`src/rtl/sb_pkg.sv`:
```
package sb_pkg;

  function automatic int sort_cols(input int lg);
    return lg * (lg + 1) / 2;
  endfunction

  // column of merge phase p, half-distance 2**q
  function automatic int col_index(input int p, input int q);
    return p * (p + 1) / 2 + (p - q);
  endfunction

  function automatic int shuffle_idx(input int i, input int lg);
    return ((i << 1) | (i >> (lg - 1))) & ((1 << lg) - 1);
  endfunction

endpackage

```
`src/rtl/sb_cmp_exch.sv`:
```
module sb_cmp_exch #(
  parameter int CW  = 23,
  parameter int KW  = 7,
  parameter bit ASC = 1'b1
) (
  input  logic [CW-1:0] a_i,
  input  logic [CW-1:0] b_i,
  output logic [CW-1:0] up_o,
  output logic [CW-1:0] dn_o
);
  logic a_gt;
  assign a_gt = a_i[CW-1 -: KW] > b_i[CW-1 -: KW];

  if (ASC) begin : g_asc
    assign up_o = a_gt ? b_i : a_i;
    assign dn_o = a_gt ? a_i : b_i;
  end else begin : g_desc
    assign up_o = a_gt ? a_i : b_i;
    assign dn_o = a_gt ? b_i : a_i;
  end
endmodule

```
`src/rtl/sb_bitonic_sorter.sv`:
```
module sb_bitonic_sorter #(
  parameter int N  = 8,
  parameter int CW = 23,
  parameter int KW = 7
) (
  input  logic          clk_i,
  input  logic          rst_ni,
  input  logic [CW-1:0] cells_i [N],
  output logic [CW-1:0] cells_o [N]
);
  localparam int LG   = $clog2(N);
  localparam int NCOL = sb_pkg::sort_cols(LG);
  localparam logic [CW-1:0] IDLE = {1'b1, {(CW-1){1'b0}}};

  logic [CW-1:0] col_in [NCOL][N];
  logic [CW-1:0] nxt    [NCOL][N];
  logic [CW-1:0] cur    [NCOL][N];

  for (genvar c = 0; c < NCOL; c++) begin : g_feed
    for (genvar i = 0; i < N; i++) begin : g_el
      if (c == 0) begin : g_first
        assign col_in[c][i] = cells_i[i];
      end else begin : g_next
        assign col_in[c][i] = cur[c-1][i];
      end
    end
  end

  for (genvar p = 0; p < LG; p++) begin : g_merge
    for (genvar d = 0; d <= p; d++) begin : g_col
      localparam int Q = p - d;
      localparam int C = sb_pkg::col_index(p, Q);
      for (genvar i = 0; i < N; i++) begin : g_pair
        localparam int J = i ^ (1 << Q);
        if (J > i) begin : g_ce
          sb_cmp_exch #(
            .CW (CW),
            .KW (KW),
            .ASC(((i >> (p + 1)) & 1) == 0)
          ) u_ce (
            .a_i (col_in[C][i]),
            .b_i (col_in[C][J]),
            .up_o(nxt[C][i]),
            .dn_o(nxt[C][J])
          );
        end
      end
    end
  end

  always_ff @(posedge clk_i or negedge rst_ni) begin
    if (!rst_ni) begin
      for (int c = 0; c < NCOL; c++)
        for (int i = 0; i < N; i++) cur[c][i] <= IDLE;
    end else begin
      for (int c = 0; c < NCOL; c++)
        for (int i = 0; i < N; i++) cur[c][i] <= nxt[c][i];
    end
  end

  assign cells_o = cur[NCOL-1];

  for (genvar i = 1; i < N; i++) begin : g_chk
    p_sorted_order_r8: assert property (@(posedge clk_i) disable iff (!rst_ni)
      cells_o[i-1][CW-1 -: KW] <= cells_o[i][CW-1 -: KW]);
  end
endmodule

```
`src/rtl/sb_concentrate.sv`:
```
module sb_concentrate #(
  parameter int N  = 8,
  parameter int AW = 3,
  parameter int CW = 23
) (
  input  logic          clk_i,
  input  logic          rst_ni,
  input  logic [CW-1:0] cells_i [N],
  output logic [CW-1:0] cells_o [N],
  output logic [N-1:0]  lost_o
);
  localparam int LG = $clog2(N);
  localparam logic [CW-1:0] IDLE = {1'b1, {(CW-1){1'b0}}};

  logic [CW-1:0] pack_n [N];
  logic [N-1:0]  lost_n;
  logic [LG-1:0] wptr;
  logic          prev_act, act, dup;
  logic [AW-1:0] prev_dest, dst, src;

  // sorted input: equal addresses are adjacent, first of each run wins
  always_comb begin
    for (int o = 0; o < N; o++) pack_n[o] = IDLE;
    lost_n    = '0;
    wptr      = '0;
    prev_act  = 1'b0;
    prev_dest = '0;
    act       = 1'b0;
    dup       = 1'b0;
    dst       = '0;
    src       = '0;
    for (int j = 0; j < N; j++) begin
      act = !cells_i[j][CW-1];
      dst = cells_i[j][CW-2 -: AW];
      src = cells_i[j][CW-2-AW -: AW];
      dup = act && prev_act && (dst == prev_dest);
      if (act && !dup) begin
        pack_n[wptr] = cells_i[j];
        wptr         = wptr + 1'b1;
      end
      if (dup) lost_n[src] = 1'b1;
      prev_act  = act;
      prev_dest = dst;
    end
  end

  always_ff @(posedge clk_i or negedge rst_ni) begin
    if (!rst_ni) begin
      for (int o = 0; o < N; o++) cells_o[o] <= IDLE;
      lost_o <= '0;
    end else begin
      for (int o = 0; o < N; o++) cells_o[o] <= pack_n[o];
      lost_o <= lost_n;
    end
  end

  for (genvar o = 1; o < N; o++) begin : g_chk
    p_concentrated_r9: assert property (@(posedge clk_i) disable iff (!rst_ni)
      cells_o[o-1][CW-1] |-> cells_o[o][CW-1]);
    p_rising_dest_r9: assert property (@(posedge clk_i) disable iff (!rst_ni)
      !cells_o[o][CW-1] |-> (cells_o[o-1][CW-2 -: AW] < cells_o[o][CW-2 -: AW]));
  end
endmodule

```
`src/rtl/sb_switch2.sv`:
```
module sb_switch2 #(
  parameter int CW  = 23,
  parameter int AW  = 3,
  parameter int BIT = 0
) (
  input  logic          clk_i,
  input  logic          rst_ni,
  input  logic [CW-1:0] a_i,
  input  logic [CW-1:0] b_i,
  output logic [CW-1:0] up_o,
  output logic [CW-1:0] dn_o
);
  localparam int POS = CW - 1 - AW + BIT;
  localparam logic [CW-1:0] IDLE = {1'b1, {(CW-1){1'b0}}};

  logic          a_v, b_v;
  logic [CW-1:0] up_n, dn_n;

  assign a_v = !a_i[CW-1];
  assign b_v = !b_i[CW-1];

  always_comb begin
    up_n = IDLE;
    dn_n = IDLE;
    if (b_v) begin
      if (b_i[POS]) dn_n = b_i;
      else          up_n = b_i;
    end
    if (a_v) begin
      if (a_i[POS]) dn_n = a_i;
      else          up_n = a_i;
    end
  end

  always_ff @(posedge clk_i or negedge rst_ni) begin
    if (!rst_ni) begin
      up_o <= IDLE;
      dn_o <= IDLE;
    end else begin
      up_o <= up_n;
      dn_o <= dn_n;
    end
  end

  p_no_contention_r9: assert property (@(posedge clk_i) disable iff (!rst_ni)
    (a_v && b_v) |-> (a_i[POS] != b_i[POS]));
  p_upper_route_r9: assert property (@(posedge clk_i) disable iff (!rst_ni)
    (a_v && !a_i[POS]) |=> (up_o == $past(a_i)));
  p_lower_route_r9: assert property (@(posedge clk_i) disable iff (!rst_ni)
    (b_v && b_i[POS]) |=> (dn_o == $past(b_i)));
endmodule

```
`src/rtl/sb_banyan.sv`:
```
module sb_banyan #(
  parameter int N  = 8,
  parameter int AW = 3,
  parameter int CW = 23
) (
  input  logic          clk_i,
  input  logic          rst_ni,
  input  logic [CW-1:0] cells_i [N],
  output logic [CW-1:0] cells_o [N]
);
  logic [CW-1:0] stg_in  [AW][N];
  logic [CW-1:0] shf     [AW][N];
  logic [CW-1:0] stg_out [AW][N];

  for (genvar s = 0; s < AW; s++) begin : g_stage
    for (genvar i = 0; i < N; i++) begin : g_wire
      localparam int SH = sb_pkg::shuffle_idx(i, AW);
      if (s == 0) begin : g_first
        assign stg_in[s][i] = cells_i[i];
      end else begin : g_next
        assign stg_in[s][i] = stg_out[s-1][i];
      end
      assign shf[s][SH] = stg_in[s][i];
    end
    for (genvar e = 0; e < N / 2; e++) begin : g_elem
      sb_switch2 #(
        .CW (CW),
        .AW (AW),
        .BIT(AW - 1 - s)
      ) u_sw (
        .clk_i (clk_i),
        .rst_ni(rst_ni),
        .a_i   (shf[s][2*e]),
        .b_i   (shf[s][2*e+1]),
        .up_o  (stg_out[s][2*e]),
        .dn_o  (stg_out[s][2*e+1])
      );
    end
  end

  assign cells_o = stg_out[AW-1];
endmodule

```
`src/rtl/sort_banyan_fabric.sv`:
```
module sort_banyan_fabric #(
  parameter int NUM_PORTS = 8,
  parameter int PLD_W     = 16
) (
  input  logic                           clk_i,
  input  logic                           rst_ni,
  input  logic [NUM_PORTS-1:0]           in_valid_i,
  input  logic [NUM_PORTS*$clog2(NUM_PORTS)-1:0] in_dest_i,
  input  logic [NUM_PORTS*PLD_W-1:0]     in_pld_i,
  output logic [NUM_PORTS-1:0]           out_valid_o,
  output logic [NUM_PORTS*PLD_W-1:0]     out_pld_o,
  output logic [NUM_PORTS*$clog2(NUM_PORTS)-1:0] out_src_o,
  output logic [NUM_PORTS-1:0]           lost_o
);
  localparam int N  = NUM_PORTS;
  localparam int AW = $clog2(N);
  localparam int KW = 1 + 2 * AW;
  localparam int CW = KW + PLD_W;

  logic [CW-1:0] in_cells   [N];
  logic [CW-1:0] sorted     [N];
  logic [CW-1:0] packed_c   [N];
  logic [CW-1:0] routed     [N];
  logic [N-1:0]  conc_lost;
  logic [N-1:0]  lost_pipe  [AW];

  for (genvar i = 0; i < N; i++) begin : g_in
    assign in_cells[i] = {!in_valid_i[i], in_dest_i[i*AW +: AW], AW'(i),
                          in_pld_i[i*PLD_W +: PLD_W]};
  end

  sb_bitonic_sorter #(.N(N), .CW(CW), .KW(KW)) u_sort (
    .clk_i  (clk_i),
    .rst_ni (rst_ni),
    .cells_i(in_cells),
    .cells_o(sorted)
  );

  sb_concentrate #(.N(N), .AW(AW), .CW(CW)) u_conc (
    .clk_i  (clk_i),
    .rst_ni (rst_ni),
    .cells_i(sorted),
    .cells_o(packed_c),
    .lost_o (conc_lost)
  );

  sb_banyan #(.N(N), .AW(AW), .CW(CW)) u_route (
    .clk_i  (clk_i),
    .rst_ni (rst_ni),
    .cells_i(packed_c),
    .cells_o(routed)
  );

  // keep loss flags aligned with the routing stages
  always_ff @(posedge clk_i or negedge rst_ni) begin
    if (!rst_ni) begin
      for (int k = 0; k < AW; k++) lost_pipe[k] <= '0;
    end else begin
      lost_pipe[0] <= conc_lost;
      for (int k = 1; k < AW; k++) lost_pipe[k] <= lost_pipe[k-1];
    end
  end
  assign lost_o = lost_pipe[AW-1];

  for (genvar o = 0; o < N; o++) begin : g_out
    assign out_valid_o[o]               = !routed[o][CW-1];
    assign out_src_o[o*AW +: AW]        = routed[o][CW-2-AW -: AW];
    assign out_pld_o[o*PLD_W +: PLD_W]  = routed[o][PLD_W-1:0];

    p_dest_match_r3: assert property (@(posedge clk_i) disable iff (!rst_ni)
      out_valid_o[o] |-> (routed[o][CW-2 -: AW] == AW'(o)));
    p_winner_not_lost_r5: assert property (@(posedge clk_i) disable iff (!rst_ni)
      out_valid_o[o] |-> !lost_o[out_src_o[o*AW +: AW]]);
  end
endmodule

```
`config.mk`:
```
export PLATFORM = sky130hd
export DESIGN_NAME = sort_banyan_fabric
export DESIGN_NICKNAME = d
export VERILOG_FILES = /design/src/rtl/sb_pkg.sv /design/src/rtl/sb_cmp_exch.sv /design/src/rtl/sb_bitonic_sorter.sv /design/src/rtl/sb_concentrate.sv /design/src/rtl/sb_switch2.sv /design/src/rtl/sb_banyan.sv /design/src/rtl/sort_banyan_fabric.sv
export SDC_FILE = /design/constraint.sdc
export NUM_CORES = 2
export LEC_CHECK = 0
export ABC_AREA = 1
export BUFFER_PORTS_ARGS = -buffer_cell sky130_fd_sc_hd__buf_4
export CAP_MARGIN = 10
export CORE_MARGIN = 2
export CORE_UTILIZATION = 50
export DETAILED_ROUTE_END_ITERATION = 16
export PLACE_DENSITY = 0.69
export SYNTH_ARGS = -nofsm -noshare
export SYNTH_HDL_FRONTEND = slang
export SYNTH_SLANG_ARGS = --single-unit
```
`constraint.sdc`:
```
create_clock -name clk_i -period 6.4 [get_ports clk_i]
set_clock_uncertainty 0.2 [all_clocks]
set_input_delay 0.96 -clock clk_i [delete_from_list [all_inputs] [get_ports clk_i]]
set_output_delay 0.96 -clock clk_i [all_outputs]
set_load 0.005 [all_outputs]
```
==> results.ini <==
[run_status]
status = finished, final reports clean

[worst_setup_path]
critical_path.most_common_cell = nand2_1
critPathKind = flop to flop
r2r-start = u_sort.cells_o[134]
path_max_fanout = 24
slowest_delay_ns = 0.42
start_kind = flop
rr_worst_depth = 32
critPathSlowestCell = dfrtp_1
critPathCaptureType = flop
startpoint = u_sort.cells_o[134]
cp.arrival_ns = 6.29
crit_required_ns = 6.91
rrSetupSlack_ns = 0.61
rr_endpoint = u_conc.cells_o[99]

[global_routing]
grt_max_degree = 189
grt_pass1_vias = 60900
grt.overflow.total = 0
grt_pass1_wl_mm = 385
antenna_found_initial = 10
track_usage_pct = 31.6

[timing]
finalCritPeriodShare_pct = 90.4
hold_viol_final = 0
fmax_ghz = 0.173
maxSlewHeadroom_pct = 19.0
layout_min_cycle_time_ns = 5.79
setup_tns_ns = 0
rsz0062_at_grt = no
drv_slew = 0
tightest_slew_ns = 1.21
setup_viol_count_final = 0

[final_layout]
final_core_util_pct = 56.1
drive_above_1_share_pct = 9.89
fill_cells = 13800
syn_to_final_growth_pct = 11.5
fin_nets = 9247
multi_input_area_um2 = 25500
final-seq-area_um2 = 45100

[floorplanning]
num_rows = 145
start_util_pct = 50.3
core_area_um2 = 156000
num_io_pins = 330
dieHeight_um = 401
die_w_um = 401
dieArea_um2 = 161000

[synthesis]
synth-seq-cells = 1799
netlist_instances = 8995
ys_seq_area_share_pct = 57.3
netlist_area_um2 = 78700
synth_cell_types = 49
syn-num-nets = 9306
ys_warn_count = 0
avgSynthCellArea_um2 = 8.75

[routing]
drc = 0
wl_per_cell_um = 22.9
vias_per_cell = 5.64
wirelength_mm = 255
drt_iter0_markers = 6982
postRouteAntennaNets = 0
dr.pass1.iters = 6
vias = 62800

[placement]
dp_hpwl_mm = 189
port_buffers = 329
place.gp.congestion = 1.04

[min_path]
hold_depth = 0
min_to = lost_o[7]
hp-class = flop to flop
hp-start = lost_pipe[15]

[cts]
clk_pin_slew_worst_paths_ns = 0.06
postCtsSetupRepairBufs = 0
numCtsBuffers = 179
cts_hold_buffers = 1
cts_tree = yes
ctsHtreeMaxLevel = 4
insertion_delay_ns = 0.85
cts_root_buf = clkbuf_16
cts_resized = 0
clockBufferDepth = 3
cts_sinks = 1799

[flow_run]
drv_cap = 0

area by class of cell:
type,count,area share [%]
antenna,2,0.00570
clock buffer,278,6.04
clock inverter,50,0.827
inverter,1302,5.57
multi-input combinational,5199,29.1
sequential,1799,51.4
tap,2058,2.93
timing repair buffer,455,4.13
state kept, by name, indices dropped and copies added (netlist names):
register and cells:
u_sort.col_in 895, u_route.g_stage.g_elem.u_sw.dn_o 252, u_route.g_stage.g_elem.u_sw.up_o 252, u_conc.cells_o 184
u_sort.cells_o 184, lost_pipe 16, lost_o 8, u_conc.lost_o 8
per-stage QoR:
step | instance area, um2 | std cells | setup slack (ns) | hold slack (ns)
CTS | 87800 | 11100 | 0.752 | 0.0824
detailed placement | 81700 | 10800 | 0.767 | 0.136
finish | 87800 | 11100 | 0.614 | 0.130
global placement | 81700 | 10800 | 0.885 | 0.138
global route | 87800 | 11100 | 0.181 | 0.110
floorplan | 78700 | 8995 | 1.83 | 0.131
cells in the mapped netlist, drive strengths merged:
cell	instances	area share, %
o211ai	4	0.038
ha	149	2.4
nand3	577	3.7
nor3b	1	0.0095
nor2	529	2.6
clkbuf	426	2.0
o31ai	9	0.086
clkinv	6	0.029
a41oi	1	0.011
o2111ai	4	0.044
a2111oi	1	0.011
o2111a	1	0.014
conb	1	0.0048
nor3	11	0.070
o21ai	812	5.2
a221oi	4	0.044
and3	1	0.0080
o22ai	490	3.9
a31oi	3	0.024
a31o	4	0.044
a21boi	3	0.029
dfrtp	1719	55
a21oi	386	2.5
nand2	1925	9.3
inv	1296	6.2
nand4	225	1.8
or2	1	0.0080
dfstp	80	2.7
a22oi	29	0.28
buf	269	2.2
o41ai	3	0.033
xor2	2	0.022
o221ai	4	0.044
nand3b	9	0.086
a21o	8	0.076
nor4	2	0.035
kinds of logic (layout without fill, tap and decap cells):
| logic type | count (synthesis) | in the layout | share of synthesized area (%) |
|---|---|---|---|
| buffers and inverters | 1997 | 2085 | 10.5 |
| adder cells (fa/ha/maj) | 149 | 149 | 2.37 |
| AO/OA/AOI/OAI | 1766 | 1766 | 12.3 |
| AND/OR/NAND/NOR | 3281 | 3281 | 17.6 |
| XOR/XNOR | 2 | 2 | 0.0223 |
| flip-flops | 1799 | 1799 | 57.3 |
| other | 1 | 3 | 0.00476 |
worst max path at each step:
| stage | depth (start not counted) | slack (ns) | endpoint |
|---|---|---|---|
| 2_1_floorplan | 29 | 1.83 | u_conc.cells_o[16] |
| 3_3_place_gp | 32 | 0.88 | u_conc.cells_o[101] |
| 3_5_place_dp | 32 | 0.77 | u_conc.cells_o[101] |
| 4_1_cts | 32 | 0.75 | u_conc.cells_o[101] |
| 5_1_grt | 32 | 0.18 | u_conc.cells_o[96] |
| 6_report | 32 | 0.61 | u_conc.cells_o[99] |
layer usage:
layer,track usage [%],vias to the layer above,wire length [um],share of wire [%]
li1,-,28700,-,-
met1,41.8,30400,103000,40
met2,50.5,2970,117000,46
met3,6.28,718,20800,8.2
met4,14.7,14,13500,5.3
met5,0,-,104,0.041
worst max-delay path, delay by kind of cell, from the launching register on:
kind	cells	cell delay (ns)
AND/OR/NAND/NOR	19	2.33
buffers and inverters	8	1.16
adder cells (fa/ha/maj)	4	1.14
flip-flops	1	0.42
AO/OA/AOI/OAI	1	0.38
cells in the final DEF, fill, tap and decap left out, drive strengths merged, types with 2 or more instances in the layout:
master,count
nand2,1925
dfrtp,1719
inv,1309
o21ai,812
nand3,577
nor2,529
o22ai,490
buf,454
a21oi,386
clkbuf,278
nand4,225
ha,149
dfstp,80
clkinv,31
a22oi,29
nor3,11
nand3b,9
o31ai,9
a21o,8
bufinv,7
clkinvlp,5
a31o,4
a221oi,4
o2111ai,4
o211ai,4
o221ai,4
o41ai,3
a31oi,3
a21boi,3
diode,2
xor2,2
nor4,2
Power is left out: the tool's default activity adds up to more than one toggle a clock period on the data nets, which glitch-free logic cannot reach.
